**config.mk**
```make
export PLATFORM = sky130hd
export DESIGN_NAME = i2c_mem_slave
export DESIGN_NICKNAME = d
export VERILOG_FILES = /design/src/rtl/i2c_mem_slave.sv
export SDC_FILE = /design/constraint.sdc
export NUM_CORES = 1
export LEC_CHECK = 0
export CAP_MARGIN = 15
export CORE_MARGIN = 8
export CORE_UTILIZATION = 59
export CTS_CLUSTER_SIZE = 28
export DETAILED_ROUTE_END_ITERATION = 8
export PLACE_DENSITY = 0.95
export SETUP_SLACK_MARGIN = 0.3
export SYNTH_ARGS = -nofsm -noshare
export SYNTH_HDL_FRONTEND = slang
export SYNTH_SLANG_ARGS = --single-unit
```
**constraint.sdc**
```tcl
create_clock -name clk -period 3.14 [get_ports clk]
set_input_delay 0.471 -clock clk [delete_from_list [all_inputs] [get_ports clk]]
set_output_delay 0.471 -clock clk [all_outputs]
set_load 0.1 [all_outputs]
```
**src/rtl/i2c_mem_slave.sv**
```systemverilog
module i2c_mem_slave #(
  parameter int AW        = 15,
  parameter int PAGE_BITS = 6,
  parameter int HOLD_CYC  = 60,
  parameter int FILT      = 3,
  parameter logic [3:0] DEV_CODE = 4'b1010
) (
  input  logic          clk,
  input  logic          rst_n,
  input  logic          scl_in,
  input  logic          sda_in,
  output logic          sda_oe,
  input  logic [2:0]    strap,
  input  logic          busy,
  output logic [AW-1:0] rd_addr,
  input  logic [7:0]    rd_data,
  output logic          wr_strobe,
  output logic [AW-1:0] wr_addr,
  output logic [7:0]    wr_data,
  output logic          wr_commit
);
  localparam int HW = $clog2(HOLD_CYC + 1);
  localparam int HI = AW - 8;

  typedef enum logic [2:0] {S_IDLE, S_IGNORE, S_CTRL, S_ADDRH, S_ADDRL, S_WDATA, S_RDATA} st_t;

  logic [1:0]      scl_s, sda_s;
  logic [FILT-1:0] scl_h, sda_h;
  logic            scl_f, sda_f, scl_p, sda_p;
  st_t             st;
  logic [3:0]      bcnt;
  logic            seen_hi, rw, mack, pend, wrote;
  logic [7:0]      shreg, txsh;
  logic [HI-1:0]   addr_hi;
  logic [AW-1:0]   ptr;
  logic [HW-1:0]   hold_cnt;

  wire scl_rise = scl_f & ~scl_p;
  wire scl_fall = ~scl_f & scl_p;
  wire start_c  = scl_f & scl_p & sda_p & ~sda_f;
  wire stop_c   = scl_f & scl_p & ~sda_p & sda_f;
  wire hit      = (shreg[7:4] == DEV_CODE) && (shreg[3:1] == strap) && !busy;
  wire active   = (st != S_IDLE) && (st != S_IGNORE);
  wire recv_end = scl_fall && seen_hi && bcnt == 4'd7 && active && st != S_RDATA;

  assign rd_addr = ptr;

  always_ff @(posedge clk or negedge rst_n) begin
    if (!rst_n) begin
      scl_s <= '1; sda_s <= '1; scl_h <= '1; sda_h <= '1;
      scl_f <= 1'b1; sda_f <= 1'b1; scl_p <= 1'b1; sda_p <= 1'b1;
    end else begin
      scl_s <= {scl_s[0], scl_in};
      sda_s <= {sda_s[0], sda_in};
      scl_h <= {scl_h[FILT-2:0], scl_s[1]};
      sda_h <= {sda_h[FILT-2:0], sda_s[1]};
      if (&scl_h) scl_f <= 1'b1; else if (~|scl_h) scl_f <= 1'b0;
      if (&sda_h) sda_f <= 1'b1; else if (~|sda_h) sda_f <= 1'b0;
      scl_p <= scl_f;
      sda_p <= sda_f;
    end
  end

  always_ff @(posedge clk or negedge rst_n) begin
    if (!rst_n) begin
      st <= S_IDLE; bcnt <= '0; seen_hi <= 1'b0; rw <= 1'b0; mack <= 1'b0;
      pend <= 1'b0; wrote <= 1'b0; shreg <= '0; txsh <= '0; addr_hi <= '0;
      ptr <= '0; hold_cnt <= '0; sda_oe <= 1'b0;
      wr_strobe <= 1'b0; wr_addr <= '0; wr_data <= '0; wr_commit <= 1'b0;
    end else begin
      wr_strobe <= 1'b0;
      wr_commit <= 1'b0;
      if (hold_cnt != '0) begin
        hold_cnt <= hold_cnt - 1'b1;
        if (hold_cnt == HW'(1)) sda_oe <= pend;
      end
      if (start_c) begin
        st <= S_CTRL; bcnt <= '0; seen_hi <= 1'b0; wrote <= 1'b0;
        pend <= 1'b0; hold_cnt <= '0; sda_oe <= 1'b0;
      end else if (stop_c) begin
        if (st == S_WDATA && wrote) wr_commit <= 1'b1;
        st <= S_IDLE; wrote <= 1'b0; pend <= 1'b0; hold_cnt <= '0; sda_oe <= 1'b0;
      end else if (active && scl_rise) begin
        seen_hi <= 1'b1;
        if (bcnt != 4'd8) shreg <= {shreg[6:0], sda_f};
        else mack <= ~sda_f;
      end else if (active && scl_fall && seen_hi) begin
        seen_hi  <= 1'b0;
        hold_cnt <= HW'(HOLD_CYC);
        if (bcnt == 4'd7) begin
          bcnt <= 4'd8;
          pend <= !busy;
          case (st)
            S_CTRL:  if (hit) rw <= shreg[0]; else begin st <= S_IGNORE; pend <= 1'b0; end
            S_ADDRH: if (busy) st <= S_IGNORE; else addr_hi <= shreg[HI-1:0];
            S_ADDRL: if (busy) st <= S_IGNORE; else ptr <= {addr_hi, shreg};
            S_WDATA: if (busy) st <= S_IGNORE;
                     else begin
                       wr_strobe <= 1'b1; wr_addr <= ptr; wr_data <= shreg; wrote <= 1'b1;
                       ptr <= {ptr[AW-1:PAGE_BITS], ptr[PAGE_BITS-1:0] + 1'b1};
                     end
            default: pend <= 1'b0;
          endcase
        end else if (bcnt == 4'd8) begin
          bcnt <= '0;
          pend <= 1'b0;
          case (st)
            S_CTRL:  st <= rw ? S_RDATA : S_ADDRH;
            S_ADDRH: st <= S_ADDRL;
            S_ADDRL: st <= S_WDATA;
            default: ;
          endcase
          if ((st == S_CTRL && rw) || (st == S_RDATA && mack)) begin
            txsh <= rd_data;
            pend <= ~rd_data[7];
            ptr  <= ptr + 1'b1;
          end else if (st == S_RDATA) begin
            st <= S_IGNORE;
          end
        end else begin
          bcnt <= bcnt + 1'b1;
          if (st == S_RDATA) begin
            txsh <= {txsh[6:0], 1'b0};
            pend <= ~txsh[6];
          end
        end
      end
    end
  end

  assert_drive_low_phase_R11: assert property (@(posedge clk) disable iff (!rst_n)
    $rose(sda_oe) |-> !scl_f);
  assert_start_restart_R13: assert property (@(posedge clk) disable iff (!rst_n)
    start_c |=> (st == S_CTRL && bcnt == 4'd0 && !sda_oe));
  assert_stop_idle_R13: assert property (@(posedge clk) disable iff (!rst_n)
    stop_c |=> (st == S_IDLE && !sda_oe));
  assert_busy_no_ack_R10: assert property (@(posedge clk) disable iff (!rst_n)
    (recv_end && busy) |=> (st == S_IGNORE && !wr_strobe));
  assert_commit_alone_R5: assert property (@(posedge clk) disable iff (!rst_n)
    wr_commit |-> !wr_strobe);
  assert_read_wrap_R7: assert property (@(posedge clk) disable iff (!rst_n)
    (st == S_RDATA && $past(ptr) == {AW{1'b1}} && ptr != $past(ptr)) |-> ptr == '0);
endmodule

```
== Word-level counts from Yosys, hierarchy flattened ==
Cells that the tools add are included.

* Word-level logic and storage cells: 193
* Bits of input ports: 16
* Flip-flop bits (word level): 95
* Output and inout bits: 41

* Add/sub/neg operators: 4
* Reduce and logical (&&, ||, !) cells: 44
* Bitwise operators: 19
* Multiplexer cells: 72
* Equal/unequal tests: 28

{| class="wikitable"
|+ Operator list
! kind !! count
|-
| 15-bit 2-to-1 mux || 4
|-
| 1-bit 2-to-1 mux || 38
|-
| 6-bit 2-to-1 mux || 6
|-
| 3-bit 2-to-1 mux || 11
|-
| 15-bit one-hot mux with 2 select lines || 1
|-
| 7-bit AND reduction || 4
|-
| 4-bit 2-to-1 mux || 6
|-
| 7-bit 2-to-1 mux || 3
|-
| 3-bit nonzero test || 7
|-
| 9-bit AND reduction || 2
|-
| 15-bit by 1-bit adder with 15-bit output (second input constant) || 1
|-
| 2-bit != test (second input constant) || 6
|-
| 1-bit NOT || 12
|-
| 3-bit AND reduction || 4
|-
| 5-bit != test (second input constant) || 2
|-
| 3-bit equality test (second input constant) || 3
|-
| 1-bit logical AND || 9
|-
| 3-bit by 1-bit != test with 1-bit output (second input constant) || 3
|-
| 3-bit != test (second input constant) || 3
|-
| 3-bit one-hot mux with 3 select lines || 1
|-
| 3-bit OR reduction || 3
|-
| 4-bit equality test (second input constant) || 2
|-
| 4-bit AND reduction || 2
|-
| 2-bit nonzero test || 4
|-
| other kinds (21) || 30
|}

== Longest topological paths before layout ==
Gate-level depths: netlist of run 1.

* Word-level depth: 10
* Depth in mapped cells: 9
* Depth with buffers taken out: 7

== Least setup slack after synthesis of run 1 ==
Ideal clock, no wire load.

* Path type: register to register
* Start point: register ptr[0], in the netlist rd_addr[0]
* End point: register ptr[14], in the netlist rd_addr[14]
* Cell stages (with the launch flop): 7
* Arrival: 2243 ps
* Path slack: 774 ps
* Data required time: 3017 ps
* Path buffers: 0
* Setup time: 123 ps
* Period minus slack after synthesis: 2366 ps
* Cell sequence: dfrtp_1 > ha_1 > nand4_1 > nor2_1 > nand3_1 > a21bo_1 > a22o_1

* Longest elaborated chain between the ends: 4

{| class="wikitable"
|+ Ends and longest elaborated chain
! what !! RTL line !! RTL
|-
| start: declaration || 35 || <nowiki>logic [AW-1:0] ptr;</nowiki>
|-
| start signal: assignment || 100 || <nowiki>ptr <= {ptr[AW-1:PAGE_BITS], ptr[PAGE_BITS-1:0] + 1'b1};</nowiki>
|-
| start signal: assignment || 116 || <nowiki>ptr <= ptr + 1'b1;</nowiki>
|-
| 15-bit by 1-bit adder with 15-bit output || 116 ||
|-
| 15-bit 2-to-1 mux || 113 || <nowiki>if ((st == S_CTRL && rw) || (st == S_RDATA && mack)) begin</nowiki>
|-
| 15-bit 2-to-1 mux || 104 || <nowiki>end else if (bcnt == 4'd8) begin</nowiki>
|-
| 15-bit 2-to-1 mux || 90 || <nowiki>if (bcnt == 4'd7) begin</nowiki>
|}

No other way between the ends. The select of a mux whose other input is x is not followed.
A chain may end at the register's enable or synchronous reset.

== Final worst setup path of run 1 ==
* Start point: register st[2]
* End point: register wr_data[3]

* Longest elaborated chain between the ends: 5
* Elaborated cells between the ends (all ways): 9
* Those cells by class: eq/ne (2); bitwise (1); reduce/logical (6)

{| class="wikitable"
|+ Ends and longest elaborated chain
! what !! RTL line !! RTL
|-
| start: declaration || 30 || <nowiki>st_t st;</nowiki>
|-
| start signal: assignment || 108 || <nowiki>S_CTRL: st <= rw ? S_RDATA : S_ADDRH;</nowiki>
|-
| 3-bit by 1-bit != test with 1-bit output or 3-bit nonzero test (tied branches) || 43 || <nowiki>wire active = (st != S_IDLE) && (st != S_IGNORE);</nowiki>
|-
| 1-bit logical AND || 43 ||
|-
| 1-bit logical AND (on tied branches) || 87, 83 ||
|-
| 1-bit logical AND or 1-bit NOT (tied branches) || - ||
|-
| 7-bit AND reduction (no line) * || - ||
|-
| end signal: assignment || 69 || <nowiki>wr_strobe <= 1'b0; wr_addr <= '0; wr_data <= '0; wr_commit <= 1'b0;</nowiki>
|-
| end signal: assignment || 99 || <nowiki>wr_strobe <= 1'b1; wr_addr <= ptr; wr_data <= shreg; wrote <= 1'b1;</nowiki>
|-
| end: declaration || 19 || <nowiki>output logic [7:0] wr_data,</nowiki>
|}

Mark *: on every way between the ends. The rest lies on a longest branch, timed or not.

==> metrics.md, run 1 <==
| Metric | Value |
|---|---|
| CP startpoint kind | `flip-flop` |
| Ys flop type | `dfrtp_1` |
| Post-DRT Antenna Nets | `0` |
| Yosys cell types | `58` |
| Number of global-route vias before repair | `3449` |
| Leading area contributor after synthesis | `dfrtp_1` |
| Pwr per Cell Area | `586 mW/mm²` |
| Routed len/inst | `18.1 µm` |
| RSZ-0062 raised after global routing | `no` |
| Final setup TNS | `0 ns` |
| Vert. Die Dim | `103 µm` |
| FP Rows | `31` |
| Drt pass-1 iters | `5` |
| ANT cells | `0` |
| Peak VDD IR | `0.326 mV` |
| Final worst-path cycle share | `81.8%` |
| Core area | `0.00729 mm²` |
| Mapped Area | `0.00445 mm²` |
| DR iter-0 viols | `221` |
| Final slew viol count | `0` |
| Initial antenna violation count | `0` |
| Setup Skew | `0.0145 ns` |
| CTS root buffer | `clkbuf_8` |
| Post-DP HPWL | `7.14 mm` |
| Worst-Skew Late Latency | `0.37 ns` |
| Min cycle time layout | `2.57 ns` |
| Synth Instances | `393` |
| CP Data Required Time | `3.39 ns` |
| Number of H-tree levels | `3` |
| Drt total wl | `10.1 mm` |
| FF/Latch Area | `0.00239 mm²` |
| Post-synth EDFFs | `0` |
| Slew of the pin with the lowest slew margin | `0.771 ns` |
| Fin nets | `474` |
| Post_cts resized | `0` |
| Max Cap Viol | `0` |
| I/O Buffers | `56` |
| Asr flop ratio synth | `100%` |
| Area growth syn-to-layout | `17.3%` |
| Final Setup Violations | `0` |
| Synth top area share | `45.5%` |
| Hold Buf Count CTS | `0` |
| Critical path class | `flip-flop to flip-flop` |
| Syn avg cell area | `11.3 µm²` |
| Top post-synthesis cells by area | `dfrtp_1 (46%), mux2_2 (11%), dfstp_2 (8.3%)` |
| CP max FO | `12` |
| First-pass GRT wire length | `17.0 mm` |
| Syn_nets | `414` |
| Total grt overflow | `0` |
| Area of the multi-input gates | `0.00191 mm²` |
| Die footprint | `0.0106 mm²` |
| Total CTS buffers | `9` |
| Leakage | `2.39 nW` |
| Crit path from | `st[2]$_DFFE_PN0P_` |
| Filler cell count | `520` |
| GRT Total Usage | `20.6%` |
| Status | `finished, final reports clean` |
| Clock-pin transition on the worst setup and hold timing paths | `0.09 ns` |
| RR Startpoint | `st[2]$_DFFE_PN0P_` |
| Reg2Reg Setup Slack | `0.57 ns` |
| Hold Path Class | `input pin to async pin` |
| Via count | `3333` |
| Worst hold slack | `0.179 ns` |
| Largest net degree at the start of global routing | `64` |
| Setup Fix Bufs, Post-CTS | `0` |
| Sequential fraction of the synthesis area | `53.8%` |
| Most frequent cells after synthesis | `dfrtp_1 (81), mux2_2 (42), nand2_1 (31), o21ai_0 (30), a21oi_1 (27)` |
| CTS Buffer Depth | `2` |
| Sink Count | `95` |
| Top-count cell post-synth | `dfrtp_1` |
| #FFs+latches synth | `95` |
| Worst Path Arrival | `2.82 ns` |
| TritonCTS clock tree | `built` |
| I/O pins | `57` |
| Starting Density | `61.1%` |
| Synth warnings | `0` |
| Routability Congestion | `0.916` |
| Max_slew headroom | `48.6%` |
| Fmax achieved | `389 MHz` |
| Number of vias per cell | `5.99` |
| Hold Violations, Final | `0` |
| Die X | `103 µm` |
| DRC violation count after routing | `0` |
| Capturing point of the worst reg2reg path | `wr_data[3]$_DFFE_PN0P_` |
| Path depth of the worst reg2reg path | `5` |
| Layout cells sized above 1 | `29.5%` |
| Crit. End Element | `flip-flop` |
==> where the power goes <==
group / internal (mW) / switching [mW]
logic: 0.269 / 0.308
clock network: 0.446 / 0.419
registers: 1.40 / 0.213
total: 2.12 / 0.940
==> per-layer routing <==
layer	up-vias	wire length (µm)	GRT usage, %	share of wire [%]
met1	1645	4320	27.1	43
met3	14	636	3.44	6.3
met4	0	158	9.12	1.6
met2	137	4940	32.7	49
met5	-	0	0	0
li1	1537	-	-	-
==> worst max path at each step <==
stage | to | cells past startpoint
2_1_floorplan | rd_addr[14]$_DFFE_PN0P_ | 6
3_3_place_gp | wr_addr[2]$_DFFE_PN0P_ | 5
3_5_place_dp | wr_data[3]$_DFFE_PN0P_ | 5
4_1_cts | wr_data[2]$_DFFE_PN0P_ | 5
5_1_grt | wr_data[3]$_DFFE_PN0P_ | 5
6_report | wr_data[3]$_DFFE_PN0P_ | 5
==> worst max-delay path, stage by stage (launching register included) <==
cell and delay, ns:
dfrtp_1 0.57, nor2_2 0.12, or3_4 0.49, nor4_4 0.61, buf_4 0.30, mux2_2 0.35
==> registers in the layout, summed over array words and instances (netlist names), 2 cells and up <==
signal	cells
bcnt	4
sda_h	3
rd_addr	15
shreg	8
txsh	7
sda_s	2
addr_hi	7
wr_data	8
scl_h	3
scl_s	2
st	3
hold_cnt	6
wr_addr	15
==> logic make-up after synthesis <==
kind of cell    share of synthesized area [%]
fa+ha+maj                                1.40
flops                                    53.8
xor+xnor                                 1.18
buf+inv                                  3.37
mux                                      13.5
simple gates                             13.5
compound gates                           13.3
==> per-stage QoR <==
stage	cells	util, %	instance area [µm²]	power, mW	setup WS (ns)
CTS	556	71.6	5220	3.07	0.568
floorplan	393	-	4450	2.01	0.774
detailed placement	541	68.7	5010	2.20	0.533
finish	556	71.6	5220	3.06	0.572
global route	556	71.6	5220	3.21	0.451
global placement	541	68.7	5010	2.15	0.627
==> cells in the final DEF (no fill, tap or decap), types with 4 or more instances in the layout <==
master | synthesis | layout
nor3_1 | 8 | 8
nor2_1 | 22 | 22
clkdlybuf4s50_1 | 0 | 14
a21oi_1 | 27 | 27
mux2i_1 | 13 | 13
nand3_1 | 10 | 10
a22o_1 | 11 | 11
mux2_2 | 42 | 42
nor2b_1 | 4 | 4
nand2_1 | 31 | 31
nand4_1 | 5 | 5
dfrtp_1 | 81 | 81
xor2_1 | 4 | 4
o21ai_0 | 30 | 30
clkbuf_8 | 0 | 9
buf_4 | 2 | 52
dfstp_2 | 14 | 14
ha_1 | 5 | 5
inv_1 | 14 | 14
==> final cells by class <==
cell class                      instances  share of cell area (%)
Clock buffer                           10                    2.44
Inverter                               14                    1.01
Clock inverter                          5                    1.61
Timing Repair Buffer                   66                    10.2
Multi-Input combinational cell        267                    36.5
Tap cell                               99                    2.37
Sequential cell                        95                    45.9
Note: power is estimated with default switching activity, not from simulation.
==> run 2, diff against run 1 <==
- CORE_UTILIZATION: 59 -> 55
- PLACE_DENSITY: 0.95 -> 0.9
- clock period: 3.14 -> 2.45 ns (I/O delays scaled with it)
==> metrics.md, run 2 (synthesis results as in run 1) <==
| Metric | Value |
|---|---|
| Status | `finished, final reports clean` |
| Post-DP HPWL | `7.12 mm` |
| I/O Buffers | `56` |
| Total grt overflow | `0` |
| DP Cell Count | `549` |
| Worst path cell trace | `ha_2 > nand3b_2 > or3_4 > a211oi_4 > buf_4 > a21bo_1 > a22o_1` |
| CP startpoint kind | `flip-flop` |
| Die footprint | `0.0112 mm²` |
| Hold Path Stages | `0` |
| Total CTS buffers | `9` |
| GRT Total Usage | `18.4%` |
| Sink Count | `95` |
| RSZ-0062 raised after global routing | `yes` |
| Drt pass-1 iters | `5` |
| Path depth of the worst reg2reg path | `7` |
| Max Cap Viol | `0` |
| Critical path class | `flip-flop to flip-flop` |
| Final Setup Violations | `0` |
| CTS root buffer | `clkbuf_8` |
| Post-DRT Antenna Nets | `0` |
| Routed len/inst | `18.2 µm` |
| Number of vias per cell | `6.05` |
| Critical path's largest stage delay | `0.42 ns` |
| Combinational power share | `19.6%` |
| Hold wc startpoint | `sda_s[0]$_DFF_PN1_` |
| Drt total wl | `10.5 mm` |
| Via count | `3467` |
| RR Startpoint | `bcnt[1]$_DFFE_PN0P_` |
| DRC violation count after routing | `0` |
| Leakage | `2.46 nW` |
| Final worst-path cycle share | `85.2%` |
| ANT cells | `0` |
| CTS Buffer Depth | `2` |
| Hold Violations, Final | `0` |
| Starting Density | `55.3%` |
| Initial antenna violation count | `0` |
| Worst Path Arrival | `2.35 ns` |
| Core area | `0.00805 mm²` |
| Final setup TNS | `0 ns` |
| CP delay by family, top | `compound AO/OA/AOI/OAI gates` |
| Hold endpoint | `sda_s[1]$_DFF_PN1_` |
| Routability Congestion | `0.913` |
| DR iter-0 viols | `326` |
| Number of H-tree levels | `3` |
| Fin nets | `484` |
| Die X | `106 µm` |
| CP max FO | `5` |
| Sw Ratio | `31.6%` |
| Sequential share of power | `52.2%` |
| Fmax achieved | `479 MHz` |
| Final slew viol count | `0` |
| Reg2Reg Setup Slack | `0.36 ns` |
| Largest net degree at the start of global routing | `58` |
| Setup Skew | `0.0159 ns` |
| Net Sw Power | `1.26 mW` |
| Max_slew headroom | `61.6%` |
| Total Power | `4.00 mW` |
| Hold Path Class | `flip-flop to flip-flop` |
| Number of global-route vias before repair | `3380` |
| Capturing point of the worst reg2reg path | `rd_addr[14]$_DFFE_PN0P_` |
| Vert. Die Dim | `106 µm` |
| Peak VDD IR | `0.430 mV` |
| Min setup slack post-route | `0.362 ns` |
| Min cycle time layout | `2.09 ns` |
| Filler cell count | `572` |
| Area growth syn-to-layout | `20.8%` |
| Layout cells sized above 1 | `33.3%` |
| Commonest non-fill, non-tap cells in the layout | `dfrtp_1 (73), buf_4 (57), mux2_2 (42)` |
| TritonCTS clock tree | `built` |
| Int Power | `2.73 mW` |
| Clk pwr share | `28.1%` |
| CP Data Required Time | `2.71 ns` |
| Critical Path Slowest Stage Cell | `dfrtp_1` |
| Worst-Skew Late Latency | `0.37 ns` |
| Pwr per Cell Area | `743 mW/mm²` |
| Final Non-Filler Cells | `573` |
| I/O pins | `57` |
| Clock-pin transition on the worst setup and hold timing paths | `0.09 ns` |
| Pre-CTS setup slack | `0.0667 ns` |
| Slew of the pin with the lowest slew margin | `0.569 ns` |
| Crit. End Element | `flip-flop` |
| FP Rows | `33` |
| First-pass GRT wire length | `17.0 mm` |
| Worst Path Buf+Inv | `1` |
| Commonest non-fill, non-tap cell in the layout | `dfrtp_1` |
| Worst hold slack | `0.359 ns` |
-- run 2: what timing repair did --
action                     CTS  global route
hold endpoints to repair    34             0
buffers inserted             4             3
gates resized for setup      5             5
setup endpoints to repair   45            49
hold buffers                 1             0
pin swaps                    2             2
-- run 2: stage by stage --
stage / util [%] / area [µm²]
floorplan: - / 4460
global placement: 62.8 / 5050
detailed placement: 62.8 / 5050
CTS: 66.3 / 5340
global route: 66.8 / 5380
finish: 66.8 / 5380
-- run 2: how the worst max path moves through the flow --
stage / cells after the start / end / slack (ns) / start
floorplan: 5 / rd_addr[14]$_DFFE_PN0P_ / 0.32 / rd_addr[5]$_DFFE_PN0P_
global placement: 5 / rd_addr[14]$_DFFE_PN0P_ / 0.27 / busy
detailed placement: 6 / rw$_DFFE_PN0P_ / 0.07 / busy
CTS: 5 / wr_addr[10]$_DFFE_PN0P_ / 0.28 / scl_p$_DFF_PN1_
global route: 9 / txsh[4]$_DFFE_PN0P_ / 0.29 / bcnt[0]$_DFFE_PN0P_
finish: 7 / rd_addr[14]$_DFFE_PN0P_ / 0.36 / bcnt[1]$_DFFE_PN0P_
-- run 2: layout make-up --
class / count / area (µm²) / area share [%]
flip-flops and latches: 95 / 2400 / 44.7
inverters: 14 / 52.6 / 0.977
clock buffers: 13 / 203 / 3.77
well taps: 105 / 131 / 2.44
clock inverters: 3 / 23.8 / 0.442
multi-input cells: 267 / 1930 / 35.9
repair buffers: 76 / 632 / 11.7
-- run 2: routing by layer --
layer	track usage, %	part of all wire (%)	up-vias
met5	0	0	-
met4	5.23	2.3	0
met3	4.48	6.8	34
met2	30.4	50	169
met1	23.7	41	1701
li1	-	-	1563
-- run 2: power by group through the flow --
stage / Sequential (mW) / Clock (mW) / Combinational (mW)
floorplan: 1.98 / 0 / 0.595
global placement: 2.08 / 0 / 0.700
detailed placement: 2.10 / 0 / 0.748
CTS: 2.08 / 1.13 / 0.765
global route: 2.11 / 1.20 / 0.882
finish: 2.09 / 1.12 / 0.785
==> run 3, diff against run 2 <==
- REMOVE_ABC_BUFFERS: unset -> 1
==> metrics.md, run 3 (synthesis results as in run 1) <==
| Metric | Value |
|---|---|
| Slew of the pin with the lowest slew margin | `0.555 ns` |
| Sink Count | `95` |
| Total grt overflow | `0` |
| Hold endpoint | `scl_s[1]$_DFF_PN1_` |
| CP startpoint kind | `flip-flop` |
| Critical path class | `flip-flop to flip-flop` |
| Path depth of the worst reg2reg path | `6` |
| Sequential share of power | `53.6%` |
| Clock-pin transition on the worst setup and hold timing paths | `0.08 ns` |
| Final Setup Violations | `0` |
| Final worst-path cycle share | `88.6%` |
| Largest net degree at the start of global routing | `57` |
| DRC violation count after routing | `0` |
| DP Cell Count | `550` |
| Setup Skew | `0.00987 ns` |
| Drt pass-1 iters | `5` |
| TritonCTS clock tree | `built` |
| Hold Path Stages | `0` |
| Initial antenna violation count | `0` |
| CP max FO | `8` |
| Commonest non-fill, non-tap cells in the layout | `dfrtp_1 (79), buf_4 (62), mux2_2 (36)` |
| DR iter-0 viols | `301` |
| ANT cells | `0` |
| Routability Congestion | `0.920` |
| FP Rows | `33` |
| Commonest non-fill, non-tap cell in the layout | `dfrtp_1` |
| Worst-Skew Late Latency | `0.35 ns` |
| Total CTS buffers | `9` |
| Reg2Reg Setup Slack | `0.28 ns` |
| Max Cap Viol | `0` |
| Clk pwr share | `25.6%` |
| Die footprint | `0.0112 mm²` |
| Met2 Use GR | `27.1%` |
| Peak VDD IR | `0.541 mV` |
| Final slew viol count | `0` |
| Min cycle time layout | `2.17 ns` |
| Fin nets | `488` |
| RSZ-0062 raised after global routing | `yes` |
| Area growth syn-to-layout | `20.5%` |
| Number of H-tree levels | `3` |
| Core area | `0.00805 mm²` |
| Leakage | `2.46 nW` |
| Post-DRT Antenna Nets | `0` |
| Fmax achieved | `461 MHz` |
| I/O Buffers | `56` |
| Number of global-route vias before repair | `3232` |
| Pwr per Cell Area | `720 mW/mm²` |
| Final instance area | `0.00536 mm²` |
| I/O pins | `57` |
| Worst hold slack | `0.360 ns` |
| Combinational power share | `20.8%` |
| CTS Buffer Depth | `2` |
| Int Power | `2.65 mW` |
| Worst Path Arrival | `2.41 ns` |
| Hold wc startpoint | `scl_s[0]$_DFF_PN1_` |
| Sw Ratio | `31.4%` |
| Post-DP HPWL | `6.91 mm` |
| Crit. End Element | `flip-flop` |
| CP delay by family, top | `simple AND/OR/NAND/NOR gates` |
| Vert. Die Dim | `106 µm` |
| Via count | `3410` |
| CP Data Required Time | `2.69 ns` |
| Die X | `106 µm` |
| Final Util | `66.6%` |
| First-pass GRT wire length | `15.7 mm` |
| Worst Path Buf+Inv | `2` |
| CTS root buffer | `clkbuf_8` |
| GRT Total Usage | `17.0%` |
| Hold Path Class | `flip-flop to flip-flop` |
| Dpl cell area | `0.00505 mm²` |
| Critical Path Slowest Stage Cell | `dfstp_2` |
| Worst path cell trace | `nand2_2 > or3_4 > nor4_4 > buf_4 > buf_8 > mux2_2` |
| Max_slew headroom | `62.8%` |
| Met3 GRT Util | `2.90%` |
| Status | `finished, final reports clean` |
| Net Sw Power | `1.21 mW` |
| Layout cells sized above 1 | `32.5%` |
| Hold Violations, Final | `0` |
| GR peak layer | `met2` |
| Met1 Use GR | `22.3%` |
| Final Non-Filler Cells | `576` |
| Starting Density | `55.3%` |
| Drt total wl | `9.92 mm` |
| RR Startpoint | `scl_p$_DFF_PN1_` |
| Number of vias per cell | `5.92` |
| Routed len/inst | `17.2 µm` |
| Critical path's largest stage delay | `0.54 ns` |
| Capturing point of the worst reg2reg path | `wr_data[7]$_DFFE_PN0P_` |
[run 3: worst max-delay path by stage]
stage | startpoint | endpoint | slack (ns) | depth (start not counted)
2_1_floorplan | st[2]$_DFFE_PN0P_ | wr_addr[3]$_DFFE_PN0P_ | -0.08 | 4
3_5_place_dp | busy | rw$_DFFE_PN0P_ | 0.20 | 6
4_1_cts | scl_p$_DFF_PN1_ | wr_data[4]$_DFFE_PN0P_ | 0.30 | 5
6_report | scl_p$_DFF_PN1_ | wr_data[7]$_DFFE_PN0P_ | 0.28 | 6
5_1_grt | scl_p$_DFF_PN1_ | wr_addr[8]$_DFFE_PN0P_ | 0.21 | 5
3_3_place_gp | busy | rw$_DFFE_PN0P_ | 0.30 | 6
[run 3: area by class of cell]
class	instances	area, µm²
fill	597	2690
sequential	95	2400
multi-input combinational	267	1940
timing repair buffer	80	656
tap	105	131
clock buffer	10	128
clock inverter	5	58.8
inverter	14	52.6
[run 3: repair_timing]
item                                    4_1_cts  5_1_grt
pin swaps                                     0        3
cloned                                        0        1
setup buffers                                 0        9
endpoints found under the setup margin        1       48
hold buffers                                  1        0
hold endpoints to repair                     25        0
resized for setup                             1       12
[run 3: stage by stage]
step | setup TNS (ns) | setup slack [ns] | power, mW
floorplan | -1.84 | -0.0789 | 2.55
global placement | 0 | 0.300 | 2.78
detailed placement | 0 | 0.202 | 2.83
CTS | 0 | 0.304 | 3.83
global route | 0 | 0.212 | 4.08
finish | 0 | 0.280 | 3.86
[run 3: metal layers]
layer	part of all wire, %	up-vias	wire, µm
li1	-	1559	-
met5	0	-	0
met1	43	1686	4240
met4	2.4	0	237
met3	6.0	24	593
met2	49	141	4840
[run 3: worst register-to-register path, delay by kind of cell, from the launching register on]
family	cells	cell delay, ns
AND/OR/NAND/NOR	3	0.87
flip-flops	1	0.54
multiplexers	1	0.34
buffers and inverters	2	0.31
[run 3: power groups by stage]
stage / Clock [mW] / Combinational [mW] / Sequential, mW
finish: 0.990 / 0.801 / 2.07
global route: 1.07 / 0.899 / 2.10
CTS: 1.01 / 0.758 / 2.06
detailed placement: 0 / 0.746 / 2.09
global placement: 0 / 0.708 / 2.07
floorplan: 0 / 0.551 / 2.00
